## config.mk

```make
export PLATFORM = sky130hd
export DESIGN_NAME = lvd_ctrl_reg
export DESIGN_NICKNAME = d
export VERILOG_FILES = /design/src/rtl/lvd_pkg.sv /design/src/rtl/lvd_sticky_flag.sv /design/src/rtl/lvd_once_bit.sv /design/src/rtl/lvd_req_gen.sv /design/src/rtl/lvd_ctrl_reg.sv
export SDC_FILE = /design/constraint.sdc
export NUM_CORES = 1
export LEC_CHECK = 0
export BUFFER_PORTS_ARGS = -buffer_cell sky130_fd_sc_hd__buf_4
export CORE_AREA = 2 2 39 41
export CTS_BUF_LIST = sky130_fd_sc_hd__clkbuf_4
export DETAILED_ROUTE_END_ITERATION = 8
export DIE_AREA = 0 0 41 43
export SYNTH_ARGS = -nofsm -noshare
export SYNTH_HDL_FRONTEND = slang
export SYNTH_SLANG_ARGS = --single-unit
```

## constraint.sdc

```tcl
create_clock -name clk_i -period 1.2 [get_ports clk_i]
set_input_delay 0.24 -clock clk_i [delete_from_list [all_inputs] [get_ports clk_i]]
set_output_delay 0.24 -clock clk_i [all_outputs]
set_load 0.005 [all_outputs]
```

## src/rtl/lvd_pkg.sv

```systemverilog
package lvd_pkg;
  localparam int unsigned REG_W    = 8;
  localparam int unsigned TRIP_W   = 2;
  localparam int unsigned FLAG_BIT = 7;
  localparam int unsigned ACK_BIT  = 6;
  localparam int unsigned IE_BIT   = 5;
  localparam int unsigned RE_BIT   = 4;
  localparam int unsigned TRIP_LSB = 0;
  localparam int unsigned N_REQ    = 2;
  localparam int unsigned REQ_IRQ  = 0;
  localparam int unsigned REQ_RST  = 1;
endpackage

```

## src/rtl/lvd_sticky_flag.sv

```systemverilog
module lvd_sticky_flag (
  input  logic clk_i,
  input  logic rst_ni,
  input  logic set_i,
  input  logic clr_i,
  output logic flag_o
);
  // set has priority over clear
  always_ff @(posedge clk_i or negedge rst_ni) begin
    if (!rst_ni)     flag_o <= 1'b0;
    else if (set_i)  flag_o <= 1'b1;
    else if (clr_i)  flag_o <= 1'b0;
  end
endmodule

```

## src/rtl/lvd_once_bit.sv

```systemverilog
module lvd_once_bit #(
  parameter logic RST_VAL = 1'b1
) (
  input  logic clk_i,
  input  logic rst_ni,
  input  logic wr_i,
  input  logic d_i,
  output logic q_o
);
  logic locked_q;

  always_ff @(posedge clk_i or negedge rst_ni) begin
    if (!rst_ni) begin
      q_o      <= RST_VAL;
      locked_q <= 1'b0;
    end else if (wr_i) begin
      if (!locked_q) q_o <= d_i;
      locked_q <= 1'b1;   // any write consumes the chance
    end
  end
endmodule

```

## src/rtl/lvd_req_gen.sv

```systemverilog
module lvd_req_gen #(
  parameter int unsigned N = 2
) (
  input  logic         clk_i,
  input  logic         rst_ni,
  input  logic         flag_i,
  input  logic [N-1:0] en_i,
  output logic [N-1:0] req_o
);
  for (genvar g = 0; g < N; g++) begin : g_req
    always_ff @(posedge clk_i or negedge rst_ni) begin
      if (!rst_ni) req_o[g] <= 1'b0;
      else         req_o[g] <= flag_i & en_i[g];
    end
  end
endmodule

```

## src/rtl/lvd_ctrl_reg.sv

```systemverilog
module lvd_ctrl_reg
  import lvd_pkg::*;
#(
  parameter logic RE_RST = 1'b1
) (
  input  logic              clk_i,
  input  logic              rst_ni,
  input  logic              por_ni,
  input  logic              below_trip_i,
  input  logic              low_power_i,
  input  logic              wr_en_i,
  input  logic [REG_W-1:0]  wdata_i,
  output logic [REG_W-1:0]  rdata_o,
  output logic              irq_o,
  output logic              rst_req_o,
  output logic [TRIP_W-1:0] trip_sel_o
);
  logic chip_rst_n;
  logic flag, ie_q, re;
  logic [TRIP_W-1:0] trip_q;
  logic [N_REQ-1:0]  req_en, req;
  logic unused_wbits;

  // chip domain also cleared by power-on reset
  assign chip_rst_n = rst_ni & por_ni;

  lvd_sticky_flag u_flag (
    .clk_i  (clk_i),
    .rst_ni (chip_rst_n),
    .set_i  (below_trip_i & ~low_power_i),
    .clr_i  (wr_en_i & wdata_i[ACK_BIT]),
    .flag_o (flag)
  );

  lvd_once_bit #(.RST_VAL(RE_RST)) u_re (
    .clk_i  (clk_i),
    .rst_ni (chip_rst_n),
    .wr_i   (wr_en_i),
    .d_i    (wdata_i[RE_BIT]),
    .q_o    (re)
  );

  always_ff @(posedge clk_i or negedge chip_rst_n) begin
    if (!chip_rst_n)  ie_q <= 1'b0;
    else if (wr_en_i) ie_q <= wdata_i[IE_BIT];
  end

  always_ff @(posedge clk_i or negedge por_ni) begin
    if (!por_ni)      trip_q <= '0;
    else if (wr_en_i) trip_q <= wdata_i[TRIP_LSB +: TRIP_W];
  end

  assign req_en[REQ_IRQ] = ie_q;
  assign req_en[REQ_RST] = re;

  lvd_req_gen #(.N(N_REQ)) u_req (
    .clk_i  (clk_i),
    .rst_ni (chip_rst_n),
    .flag_i (flag),
    .en_i   (req_en),
    .req_o  (req)
  );

  always_comb begin
    rdata_o                       = '0;
    rdata_o[FLAG_BIT]             = flag;
    rdata_o[IE_BIT]               = ie_q;
    rdata_o[RE_BIT]               = re;
    rdata_o[TRIP_LSB +: TRIP_W]   = trip_q;
  end

  assign irq_o        = req[REQ_IRQ];
  assign rst_req_o    = req[REQ_RST];
  assign trip_sel_o   = trip_q;
  assign unused_wbits = ^{wdata_i[FLAG_BIT], wdata_i[3:2]};
endmodule

```

## After elaboration in Yosys (flattened, before gate mapping)

Cells that the tools add are included.

| operators by class | value |
|---|---|
| mux-type cells | 2 |
| bitwise operators | 7 |
| reduce and logical (&&, ||, !) cells | 2 |

Operators by type and width:

| kind | count |
|---|---|
| $and A1 B1 Y1 | 5 |
| $mux W1 | 2 |
| $not A1 Y1 | 2 |
| $reduce_and A2 Y1 | 1 |
| $reduce_bool A2 Y1 | 1 |

| word-level totals | value |
|---|---|
| flip-flop bits (word level) | 8 |
| input bits | 14 |
| word-level logic and storage cells | 18 |

## Logic depth before layout (Yosys ltp)

Gate-level depths: netlist of run 1.

| logic depth | value |
|---|---|
| word-level depth | 3 |
| mapped depth | 2 |

## Modules after synthesis

A second synthesis of run 1 with hierarchy kept.

| unflattened totals | value |
|---|---|
| cell total of the unflattened synthesis | 30 |
| area, all modules | 377.9 um^2 |

By module, submodules not included:

| module | instances | cells an instance | area an instance (um^2) | seq. area each (um^2) |
|---|---|---|---|---|
| lvd_ctrl_reg | 1 | 18 | 192.7 | 75.1 |
| lvd_once_bit | 1 | 5 | 86.3 | 51.3 |
| lvd_req_gen | 1 | 4 | 62.6 | 50.0 |
| lvd_sticky_flag | 1 | 3 | 36.3 | 25.0 |

## Worst setup path after synthesis of run 1

No wires, ideal clock.

| timing path | value |
|---|---|
| kind | register to register |
| start point | reg u_re.locked_q |
| end point | reg u_re.q_o |
| setup time | 0.082 ns |
| data arrival time | 0.776 ns |
| setup slack | 0.342 ns |
| cell stages (with the launch flop) | 3 |
| cells stage by stage | dfrtp_1 nor2b_4 mux2_4 |

| on the way | value |
|---|---|
| word-level cells in the longest chain between the ends | 2 |

Ends and longest elaborated chain:

| what | RTL line | source |
|---|---|---|
| start, declared | lvd_once_bit.sv:10 | `logic locked_q;` |
| start signal, assigned | lvd_once_bit.sv:15 | `locked_q <= 1'b0;` |
| start signal, assigned | lvd_once_bit.sv:18 | `locked_q <= 1'b1;` |
| $not A1 Y1 (no line) | -- |  |
| $reduce_and A2 Y1 (no line) | -- |  |
| end signal, assigned | lvd_once_bit.sv:17 | `if (!locked_q) q_o <= d_i;` |
| end, declared | lvd_once_bit.sv:8 | `output logic q_o` |

No other way between the ends.
A chain may end at the register's enable or synchronous reset.

## Worst setup path in the final report of run 1

| timing path | value |
|---|---|
| start point | reg u_re.q_o |
| end point | out rdata_o[4] |

RTL lines:

| what | RTL line | source |
|---|---|---|
| end, declared | lvd_ctrl_reg.sv:13 | `output logic [REG_W-1:0] rdata_o,` |

No word-level cell between the ends.

==> results by group, run 1 <==
Timing
  • Sum Neg Setup Slack: 0 ns
  • Pins over their slew limit: 0
  • Setup Skew: between 0.007 and 0.008 ns
  • Final setup vio count: 0
  • Fin. Hold Viols: 0
  • RSZ-0062 raised after global routing: false
  • Post-route clock period utilization: between 90% and 100%
  • Hold WS: 0.216 ns
  • Min Clock Period, post-route: 1.12 ns
  • Achievable clock frequency: ~0.89 GHz

Global route
  • Largest net degree at the start of global routing: 7
  • Total track usage: between 8 and 9%
  • Global route overflow: 0
  • Vias in the first global route: ~230
  • First-pass GRT wire length: around 930 um
  • Antenna violations before repair: 0

Logic synthesis
  • Yosys reg bits: 8
  • Synth top area cells: dfrtp_1 (47%), buf_4 (16%), dfstp_2 (7.1%)
  • Xor-xnor portion of the synthesized cell area: 0%
  • Syn. warnings: 0
  • Mux contribution to synthesized area: between 10% and 20%
  • Synth area leader: dfrtp_1
  • Synth Instances: 29
  • Area share of fa/ha/maj cells after synthesis: 0%
  • Largest family of logic cells by synthesized area: buffers and inverters
  • Synthesized area: around 370 um^2
  • Post-synthesis simple-gate area fraction: 11.5%
  • Seq/Total Area, Yosys: between 50% and 60%
  • Synth top area share: approximately 47%
  • Mean post-synth cell area: ~13 um^2
  • Distinct cell type count of the synthesized netlist: 13
  • Synth Area in Compound Gates: 2.37%

Floorplan
  • Core footprint: 1380 um^2
  • Die Y: approximately 43 um
  • Die Width: about 41 um
  • Initial Util: approximately a quarter
  • Area of the die: 1760 um^2
  • Ports: 26
  • # rows: 14

Setup path
  • Crit. path cell count: 1
  • Slowest stage delay, CP: 0.53 ns
  • Critical path buffers and inverters: 1
  • CP Capture Type: primary output
  • Reg2reg end: u_re.q_o
  • CP startpoint: u_re.q_o
  • Critical Path End: rdata_o[4]
  • Reg2reg path depth: 2
  • Startpoint Class: flip-flop
  • Crit path DAT: about 0.9 ns
  • Critical path's slowest cell: dfstp_2
  • RR Startpoint: u_re.locked_q
  • WS Path Type: reg -> out
  • Crit path max-delay family: flip-flops
  • CP max FO: 3
  • Worst reg2reg setup slack: 0.31 ns
  • CP Cell Sequence: buf_4
  • Worst Path Required: about 0.96 ns

Final layout
  • # diodes: 0
  • Fillers: 151
  • Proportion of layout cells with a drive suffix above 1: between 50 and 60%
  • Multi-input logic area: 111 um^2
  • Commonest non-fill, non-tap cells in the layout: buf_4 (19), dfrtp_1 (7), clkbuf_4 (4)
  • P&R area growth vs syn: 43.4%
  • FF+latch area: slightly above 200 um^2
  • Nets: 63
  • Most common cell after layout, fill and taps aside: buf_4

Pwr
  • Worst VDD drop: between 400 and 500 uV
  • PwrDens: about 1300 nW/um^2
  • Sw frac: between 20% and 30%
  • Pint: around 0.53 mW
  • Reg power frac: between 40 and 50%
  • Comb pwr share: ~18%
  • Power Total: approximately 0.67 mW
  • Sw power: around 0.14 mW
  • Leakage power: 0.269 nW
  • Clock Power Share: 35.4%

Placement
  • Placer Congestion: about 0.6
  • DP Wirelength: between 500 and 600 um
  • Port Buffers: 19

Clocking
  • CTS Buffer Depth: 2
  • Post CTS Setup Buffer Count: 0
  • CTS sink cnt: 8
  • CTS resizes: 0
  • Clk slew on worst S/H paths: approximately 0.050 ns
  • Clock root cell: clkbuf_4
  • CTS tree: built
  • Total CTS buffers: 3
  • H-tree depth: 1
  • Clk_lat worst skew: approximately 0.25 ns

Routing
  • Antenna-violating nets left: 0
  • Routed Wire Length: between 600 and 700 um
  • Via density: slightly below 4
  • DRC Markers: 0
  • First DRT Iteration DRCs: 2
  • Routed WL per cell: 10.8 um
  • Router iterations before antenna repair: 2
  • Via count: between 200 and 300

Worst hold path
  • Class of the worst hold path: in -> reg
  • HP Start: wdata_i[1]

Run status
  • Outcome: finished, final reports clean

Run
  • Max-cap violations: 0
[cells in the mapped netlist (all sizes together)]
cell / count
a22o: 1
and2: 3
buf: 8
conb: 1
dfrtp: 7
dfstp: 1
inv: 1
mux2: 4
nand2: 1
nor2b: 1
or2: 1
[through the flow]
step	std cells	cell area, um^2	utilization [%]	setup WS (ns)
after detailed placement	58	479	34.6	0.306
after floorplan	31	377	-	0.342
after global routing	64	529	38.2	0.0399
after CTS	64	529	38.2	0.0607
final	64	529	38.2	0.0765
after global placement	58	479	34.6	0.313
[repair_timing]
action | CTS | global route
hold endpoints to repair | 7 | 0
setup endpoints to repair | 0 | 0
hold buffers | 2 | 0
[logic make-up (layout without fill, tap and decap cells)]
family / count (synthesis) / after routing
other: 1 / 3
flip-flops: 8 / 8
buffers and inverters: 9 / 26
AND/OR/NAND/NOR: 6 / 6
multiplexers: 4 / 4
AO/OA/AOI/OAI: 1 / 1
[how the worst min path moves through the flow]
stage | to | slack (ns) | depth (start not counted)
final | trip_sel_o[1] | 0.22 | 2
after floorplan | trip_sel_o[0] | -0.06 | 0
after CTS | trip_sel_o[0] | 0.21 | 2
after global placement | trip_sel_o[1] | 0.03 | 1
after global routing | trip_sel_o[1] | 0.21 | 2
after detailed placement | trip_sel_o[1] | 0.03 | 1
[cell type report]
cell class | count | area share [%]
timing repair buffer | 21 | 30.7
sequential | 8 | 38.1
inverter | 1 | 0.709
clock buffer | 4 | 5.67
tap | 16 | 3.78
multi-input combinational | 14 | 21.0
[flip-flops by register name, indices dropped and copies added, names as in the netlist]
name           cells
u_req.req_o        2
u_re.q_o           1
u_flag.flag_o      1
trip_sel_o         2
ie_q               1
u_re.locked_q      1
[layer usage]
layer	share of wire, %	wire length [um]	vias to the layer above	track usage, %
li1	-	-	119	-
met1	39	267	119	8.88
met2	50	342	16	12.8
met3	11	79	0	3.14
met4	0	0	0	8.00
met5	0	0	-	0
[power groups by stage]
stage	clock, mW	combinational, mW	sequential, mW
floorplan	0	0.0665	0.317
global placement	0	0.115	0.318
detailed placement	0	0.118	0.319
CTS	0.255	0.123	0.315
global route	0.272	0.132	0.317
finish	0.239	0.121	0.314
No activity file was read; power rests on OpenSTA's default activity.
==> inputs of run 2 (changes only) <==
--- a/config.mk
+++ b/config.mk
@@ -12,4 +12,5 @@
 export DIE_AREA = 0 0 41 43
 export SYNTH_ARGS = -nofsm -noshare
 export SYNTH_HDL_FRONTEND = slang
+export SYNTH_HIERARCHICAL = 1
 export SYNTH_SLANG_ARGS = --single-unit
==> run 2 against run 1 <==
- sequential power about the same
- routed wire length down 4.9%
- hold slack better by 0.0031 ns
- clock power about the same
- cell area up 1.7%
- global-route usage up 1.3 points
- utilization up 0.63 points
- register-to-register slack about the same
- count of clock-buffer cells in the layout unchanged
- sequential share of layout area down 0.62 points
- synthesized cell count up 3.4%
- highest routed layer unchanged
==> results by group, run 2 <==
Clocking
  • H-tree depth: 1
  • Clk slew on worst S/H paths: ~0.06 ns
  • CTS Buffer Depth: 2
  • CTS sink cnt: 8
  • CTS tree: built
  • CTS resizes: 0
  • Clock root cell: clkbuf_4
  • Clk_lat worst skew: 0.25 ns
  • Total CTS buffers: 3

Global route
  • Largest net degree at the start of global routing: 7
  • Total track usage: under 10%
  • Vias in the first global route: 270
  • Global route overflow: 0
  • First-pass GRT wire length: ~1.0 mm
  • Antenna violations before repair: 0

Setup path
  • Worst reg2reg setup slack: ~0.31 ns
  • CP Capture Type: primary output
  • RR Startpoint: u_re/locked_q
  • Worst Path Required: roughly 0.96 ns
  • Reg2reg path depth: 2
  • Critical path buffers and inverters: 1
  • CP max FO: 3
  • Critical path's slowest cell: dfstp_2
  • Reg2reg end: u_re/q_o
  • Startpoint Class: flip-flop
  • Crit path DAT: about 0.9 ns
  • WS Path Type: reg -> out
  • Crit path max-delay family: flip-flops
  • CP Cell Sequence: buf_4
  • Slowest stage delay, CP: approximately 0.54 ns

Timing
  • Setup Skew: 0.00687 ns
  • RSZ-0062 raised after global routing: false
  • Sum Neg Setup Slack: 0 ns
  • Min Clock Period, post-route: 1.13 ns
  • Pins over their slew limit: 0
  • Fin. Hold Viols: 0
  • Achievable clock frequency: roughly 0.88 GHz
  • Final setup vio count: 0
  • Fin worst setup slack: 0.0683 ns
  • Post-route clock period utilization: a little over nine tenths

Routing
  • Via count: 262
  • Routed Wire Length: 655 um
  • Router iterations before antenna repair: 1
  • First DRT Iteration DRCs: 0
  • Via density: 4.03
  • Routed WL per cell: around 10 um
  • Antenna-violating nets left: 0
  • DRC Markers: 0

Run
  • Max-cap violations: 0

Logic synthesis
  • Seq/Total Area, Yosys: around 53%
  • Area share of fa/ha/maj cells after synthesis: 0%
  • Number of synthesized flops with an enable pin: 0
  • Top-count cell post-synth: buf_4
  • Asr flop ratio synth: 100%
  • Commonest cells in the synthesized netlist: buf_4 (8), dfrtp_1 (7), and2_1 (3), mux2_2 (3)
  • Post-synthesis simple-gate area fraction: 13.9%
  • Synth area leader: dfrtp_1
  • Yosys reg bits: 8
  • Synthesized area: approximately 380 um^2
  • Mean post-synth cell area: roughly 13 um^2
  • Synth Area in Compound Gates: ~2.0%
  • Ys flop type: dfrtp_1
  • Xor-xnor portion of the synthesized cell area: 0%
  • Synth top area share: 46.4%
  • Synth Instances: 30
  • Mux contribution to synthesized area: 12.9%
  • Syn. warnings: 6
  • Largest family of logic cells by synthesized area: buffers and inverters
  • Synth top area cells: dfrtp_1 (46%), buf_4 (16%), mux2_2 (8.9%)
  • Distinct cell type count of the synthesized netlist: 13

Worst hold path
  • HP Start: wdata_i[1]
  • Worst hold stages: 2
  • Class of the worst hold path: in -> reg
  • Hold path endpoint: trip_sel_o[1]

Final layout
  • Multi-input logic area: 120 um^2
  • Most common cell after layout, fill and taps aside: buf_4
  • Fillers: roughly 140
  • P&R area growth vs syn: 42.4%
  • Nets: between 60 and 70
  • Proportion of layout cells with a drive suffix above 1: 63.3%
  • # diodes: 0
  • Commonest non-fill, non-tap cells in the layout: buf_4 (19), dfrtp_1 (7), clkbuf_4 (4)
  • FF+latch area: 201 um^2

Floorplan
  • Die Width: 41 um
  • Core footprint: roughly 1400 um^2
  • Die Y: 43 um
  • # rows: 14
  • Area of the die: ~1800 um^2
  • Initial Util: roughly 27%
  • Ports: 26

Placement
  • Pre-CTS setup slack: 0.313 ns
  • DP Wirelength: about 500 um
  • Port Buffers: 19
  • Placer Congestion: 0.549

Pwr
  • Leakage power: approximately 0.27 nW
  • Worst VDD drop: 596 uV
  • PwrDens: ~1300 nW/um^2

Run status
  • Outcome: finished, final reports clean
run 2: cell types whose count changed after synthesis, sizes merged:
cell   change
a21o       +1
a22o       -1
and2       +1
nand2      -1
nor2b      +1
run 2: logic make-up (layout without fill, tap and decap cells):
| family | after synthesis | in the layout |
|---|---|---|
| simple gates | 7 | 7 |
| other cells | 1 | 3 |
| compound gates | 1 | 1 |
| mux | 4 | 4 |
| buf+inv | 9 | 26 |
| flops | 8 | 8 |
run 2: metrics by stage:
| stage | instances | total power, mW | hold slack (ns) | util, % | area (um^2) |
|---|---|---|---|---|---|
| floorplan | 32 | 0.386 | -0.0556 | - | 385 |
| global placement | 59 | 0.435 | 0.0274 | 35.3 | 488 |
| global route | 65 | 0.734 | 0.201 | 38.9 | 538 |
| detailed placement | 59 | 0.438 | 0.0275 | 35.3 | 488 |
| CTS | 65 | 0.693 | 0.208 | 38.9 | 538 |
| finish | 65 | 0.677 | 0.219 | 38.9 | 538 |
run 2: worst max path at each step:
stage	from	to	cells past startpoint
after floorplan	u_re/locked_q	u_re/q_o	2
after global placement	wr_en_i	u_re/q_o	3
after detailed placement	wr_en_i	u_re/q_o	3
after CTS	u_re/q_o	rdata_o[4]	1
after global routing	u_re/q_o	rdata_o[4]	1
final	u_re/q_o	rdata_o[4]	1
run 2: timing repair:
item | CTS | global route
hold buffers | 2 | 0
endpoints found under the hold margin | 7 | 0
buffers inserted | 0 | 0
run 2: report_power, final:
group	switching (mW)	internal (mW)	leakage, nW	total, mW
logic	0.0367	0.0857	0.159	0.122
registers	0.0156	0.298	0.0946	0.314
clock network	0.0905	0.150	0.0184	0.240
total	0.143	0.534	0.272	0.677
run 2: metal layers:
layer  GRT usage [%]  share of wire [%]  vias to the layer above
met2            13.8                 48                       20
met5               0                  0                        -
met1            9.03                 38                      119
li1                -                  -                      123
met3            9.42                 14                        0
met4            6.00                  0                        0
run 2: area by class of cell:
class	count	share of cell area, %
multi-input combinational	15	22.3
clock buffer	4	5.58
timing repair buffer	21	30.2
tap	16	3.72
sequential	8	37.4
inverter	1	0.698
==> inputs of run 3 (changes only) <==
--- a/config.mk
+++ b/config.mk
@@ -10,6 +10,7 @@
 export CTS_BUF_LIST = sky130_fd_sc_hd__clkbuf_4
 export DETAILED_ROUTE_END_ITERATION = 8
 export DIE_AREA = 0 0 41 43
+export REMOVE_ABC_BUFFERS = 1
 export SYNTH_ARGS = -nofsm -noshare
 export SYNTH_HDL_FRONTEND = slang
 export SYNTH_HIERARCHICAL = 1
==> run 3 against run 2 <==
- count of clock-buffer cells in the layout unchanged
- utilization unchanged
- sequential power about the same
- maximum frequency decreased by 0.68%
==> results by group, run 3 (same netlist as run 2, synthesis figures left out) <==
Run status
  • Outcome: finished, final reports clean

Routing
  • First DRT Iteration DRCs: 0
  • Routed Wire Length: about 700 um
  • Via count: ~270
  • Antenna-violating nets left: 0
  • Routed WL per cell: around 11 um
  • DRC Markers: 0
  • Via density: 4.14
  • Router iterations before antenna repair: 1

Timing
  • Post-route clock period utilization: between 90% and 100%
  • Fin. Hold Viols: 0
  • Achievable clock frequency: around 0.88 GHz
  • Final setup vio count: 0
  • RSZ-0062 raised after global routing: false
  • Hold WS: between 0.2 and 0.25 ns
  • Sum Neg Setup Slack: 0 ns
  • Min Clock Period, post-route: around 1.1 ns
  • Pins over their slew limit: 0
  • Setup Skew: between 0.006 and 0.007 ns

Setup path
  • CP Cell Sequence: buf_4
  • Reg2reg path depth: 2
  • Slowest stage delay, CP: between 0.5 and 0.6 ns
  • WS Path Type: reg -> out
  • Critical path's slowest cell: dfstp_2
  • Worst Path Required: roughly 0.96 ns
  • Crit path max-delay family: flip-flops
  • Critical path buffers and inverters: 1
  • Startpoint Class: flip-flop
  • CP startpoint: u_re/q_o
  • Crit. path cell count: 1
  • RR Startpoint: u_re/locked_q
  • CP max FO: 3
  • CP Capture Type: primary output
  • Crit path DAT: ~0.9 ns

Global route
  • Total track usage: between 10 and 15%
  • Global route overflow: 0
  • Antenna violations before repair: 0
  • Vias in the first global route: ~300
  • Largest net degree at the start of global routing: 7
  • First-pass GRT wire length: between 1 and 1.5 mm

Clocking
  • H-tree depth: 1
  • Hold buffers post-CTS: 2
  • CTS Buffer Depth: 2
  • Clock root cell: clkbuf_4
  • Clk slew on worst S/H paths: 0.06 ns
  • CTS resizes: 0
  • Post CTS Setup Buffer Count: 0
  • CTS sink cnt: 8
  • Total CTS buffers: 3
  • CTS tree: built
  • Clk_lat worst skew: between 0.2 and 0.3 ns

Pwr
  • PwrDens: ~1300 nW/um^2
  • Worst VDD drop: just under 600 uV
  • Power Total: approximately 0.68 mW
  • Leakage power: around 0.27 nW

Worst hold path
  • Class of the worst hold path: in -> reg
  • Worst hold stages: 2
  • HP Start: wdata_i[1]

Final layout
  • P&R area growth vs syn: 42.4%
  • Nets: 64
  • Commonest non-fill, non-tap cells in the layout: buf_4 (19), dfrtp_1 (7), clkbuf_4 (4)
  • Most common cell after layout, fill and taps aside: buf_4
  • Final Cell Area: 538 um^2
  • Proportion of layout cells with a drive suffix above 1: between 60% and 70%
  • # diodes: 0

Floorplan
  • # rows: 14
  • Die Y: 43 um
  • Area of the die: roughly 1800 um^2
  • Ports: 26
  • Initial Util: between 20% and 30%
  • Core footprint: between 1000 and 1500 um^2
  • Die Width: 41 um

Placement
  • DP Wirelength: about 550 um
  • Placer Congestion: ~0.60
  • Placed Area: between 400 and 500 um^2
  • Port Buffers: 19

Run
  • Max-cap violations: 0
==> run 3: final timing paths <==
path / endpoint / slack [ns]
setup / recovery: rdata_o[4] / 0.06
hold / removal: trip_sel_o[1] / 0.21
setup reg to reg: u_re/q_o / 0.32
hold reg to reg: u_re/locked_q / 0.53
max in group asynchronous: u_re/q_o / 0.41
min in group asynchronous: trip_sel_o[0] / 0.30
==> run 3: area by class of cell <==
type	count	area, um^2
fill	143	846
sequential	8	201
timing repair buffer	21	163
multi-input combinational	15	120
clock buffer	4	30.0
tap	16	20.0
inverter	1	3.75
==> run 3: power breakdown <==
group          total (mW)  internal (mW)  leakage [nW]  switching (mW)
Sequential          0.315          0.299        0.0946          0.0169
Combinational       0.122         0.0856         0.159          0.0365
Clock               0.245          0.150        0.0184          0.0947
Total               0.682          0.534         0.272           0.148
==> run 3: per-layer routing <==
metal  GRT usage [%]  vias to the layer above  share of wire, %
met4            8.00                        0               3.6
met2            17.2                       23                44
met1            8.67                      121                36
met3            9.42                        5                15
met5               0                        -                 0
li1                -                      120                 -
==> run 3: per-stage QoR <==
step                setup WS (ns)  std cells  util [%]
global placement            0.320         59      35.3
CTS                        0.0456         65      38.9
detailed placement          0.322         59      35.3
finish                     0.0606         65      38.9
global route               0.0260         65      38.9
floorplan                   0.342         24         -
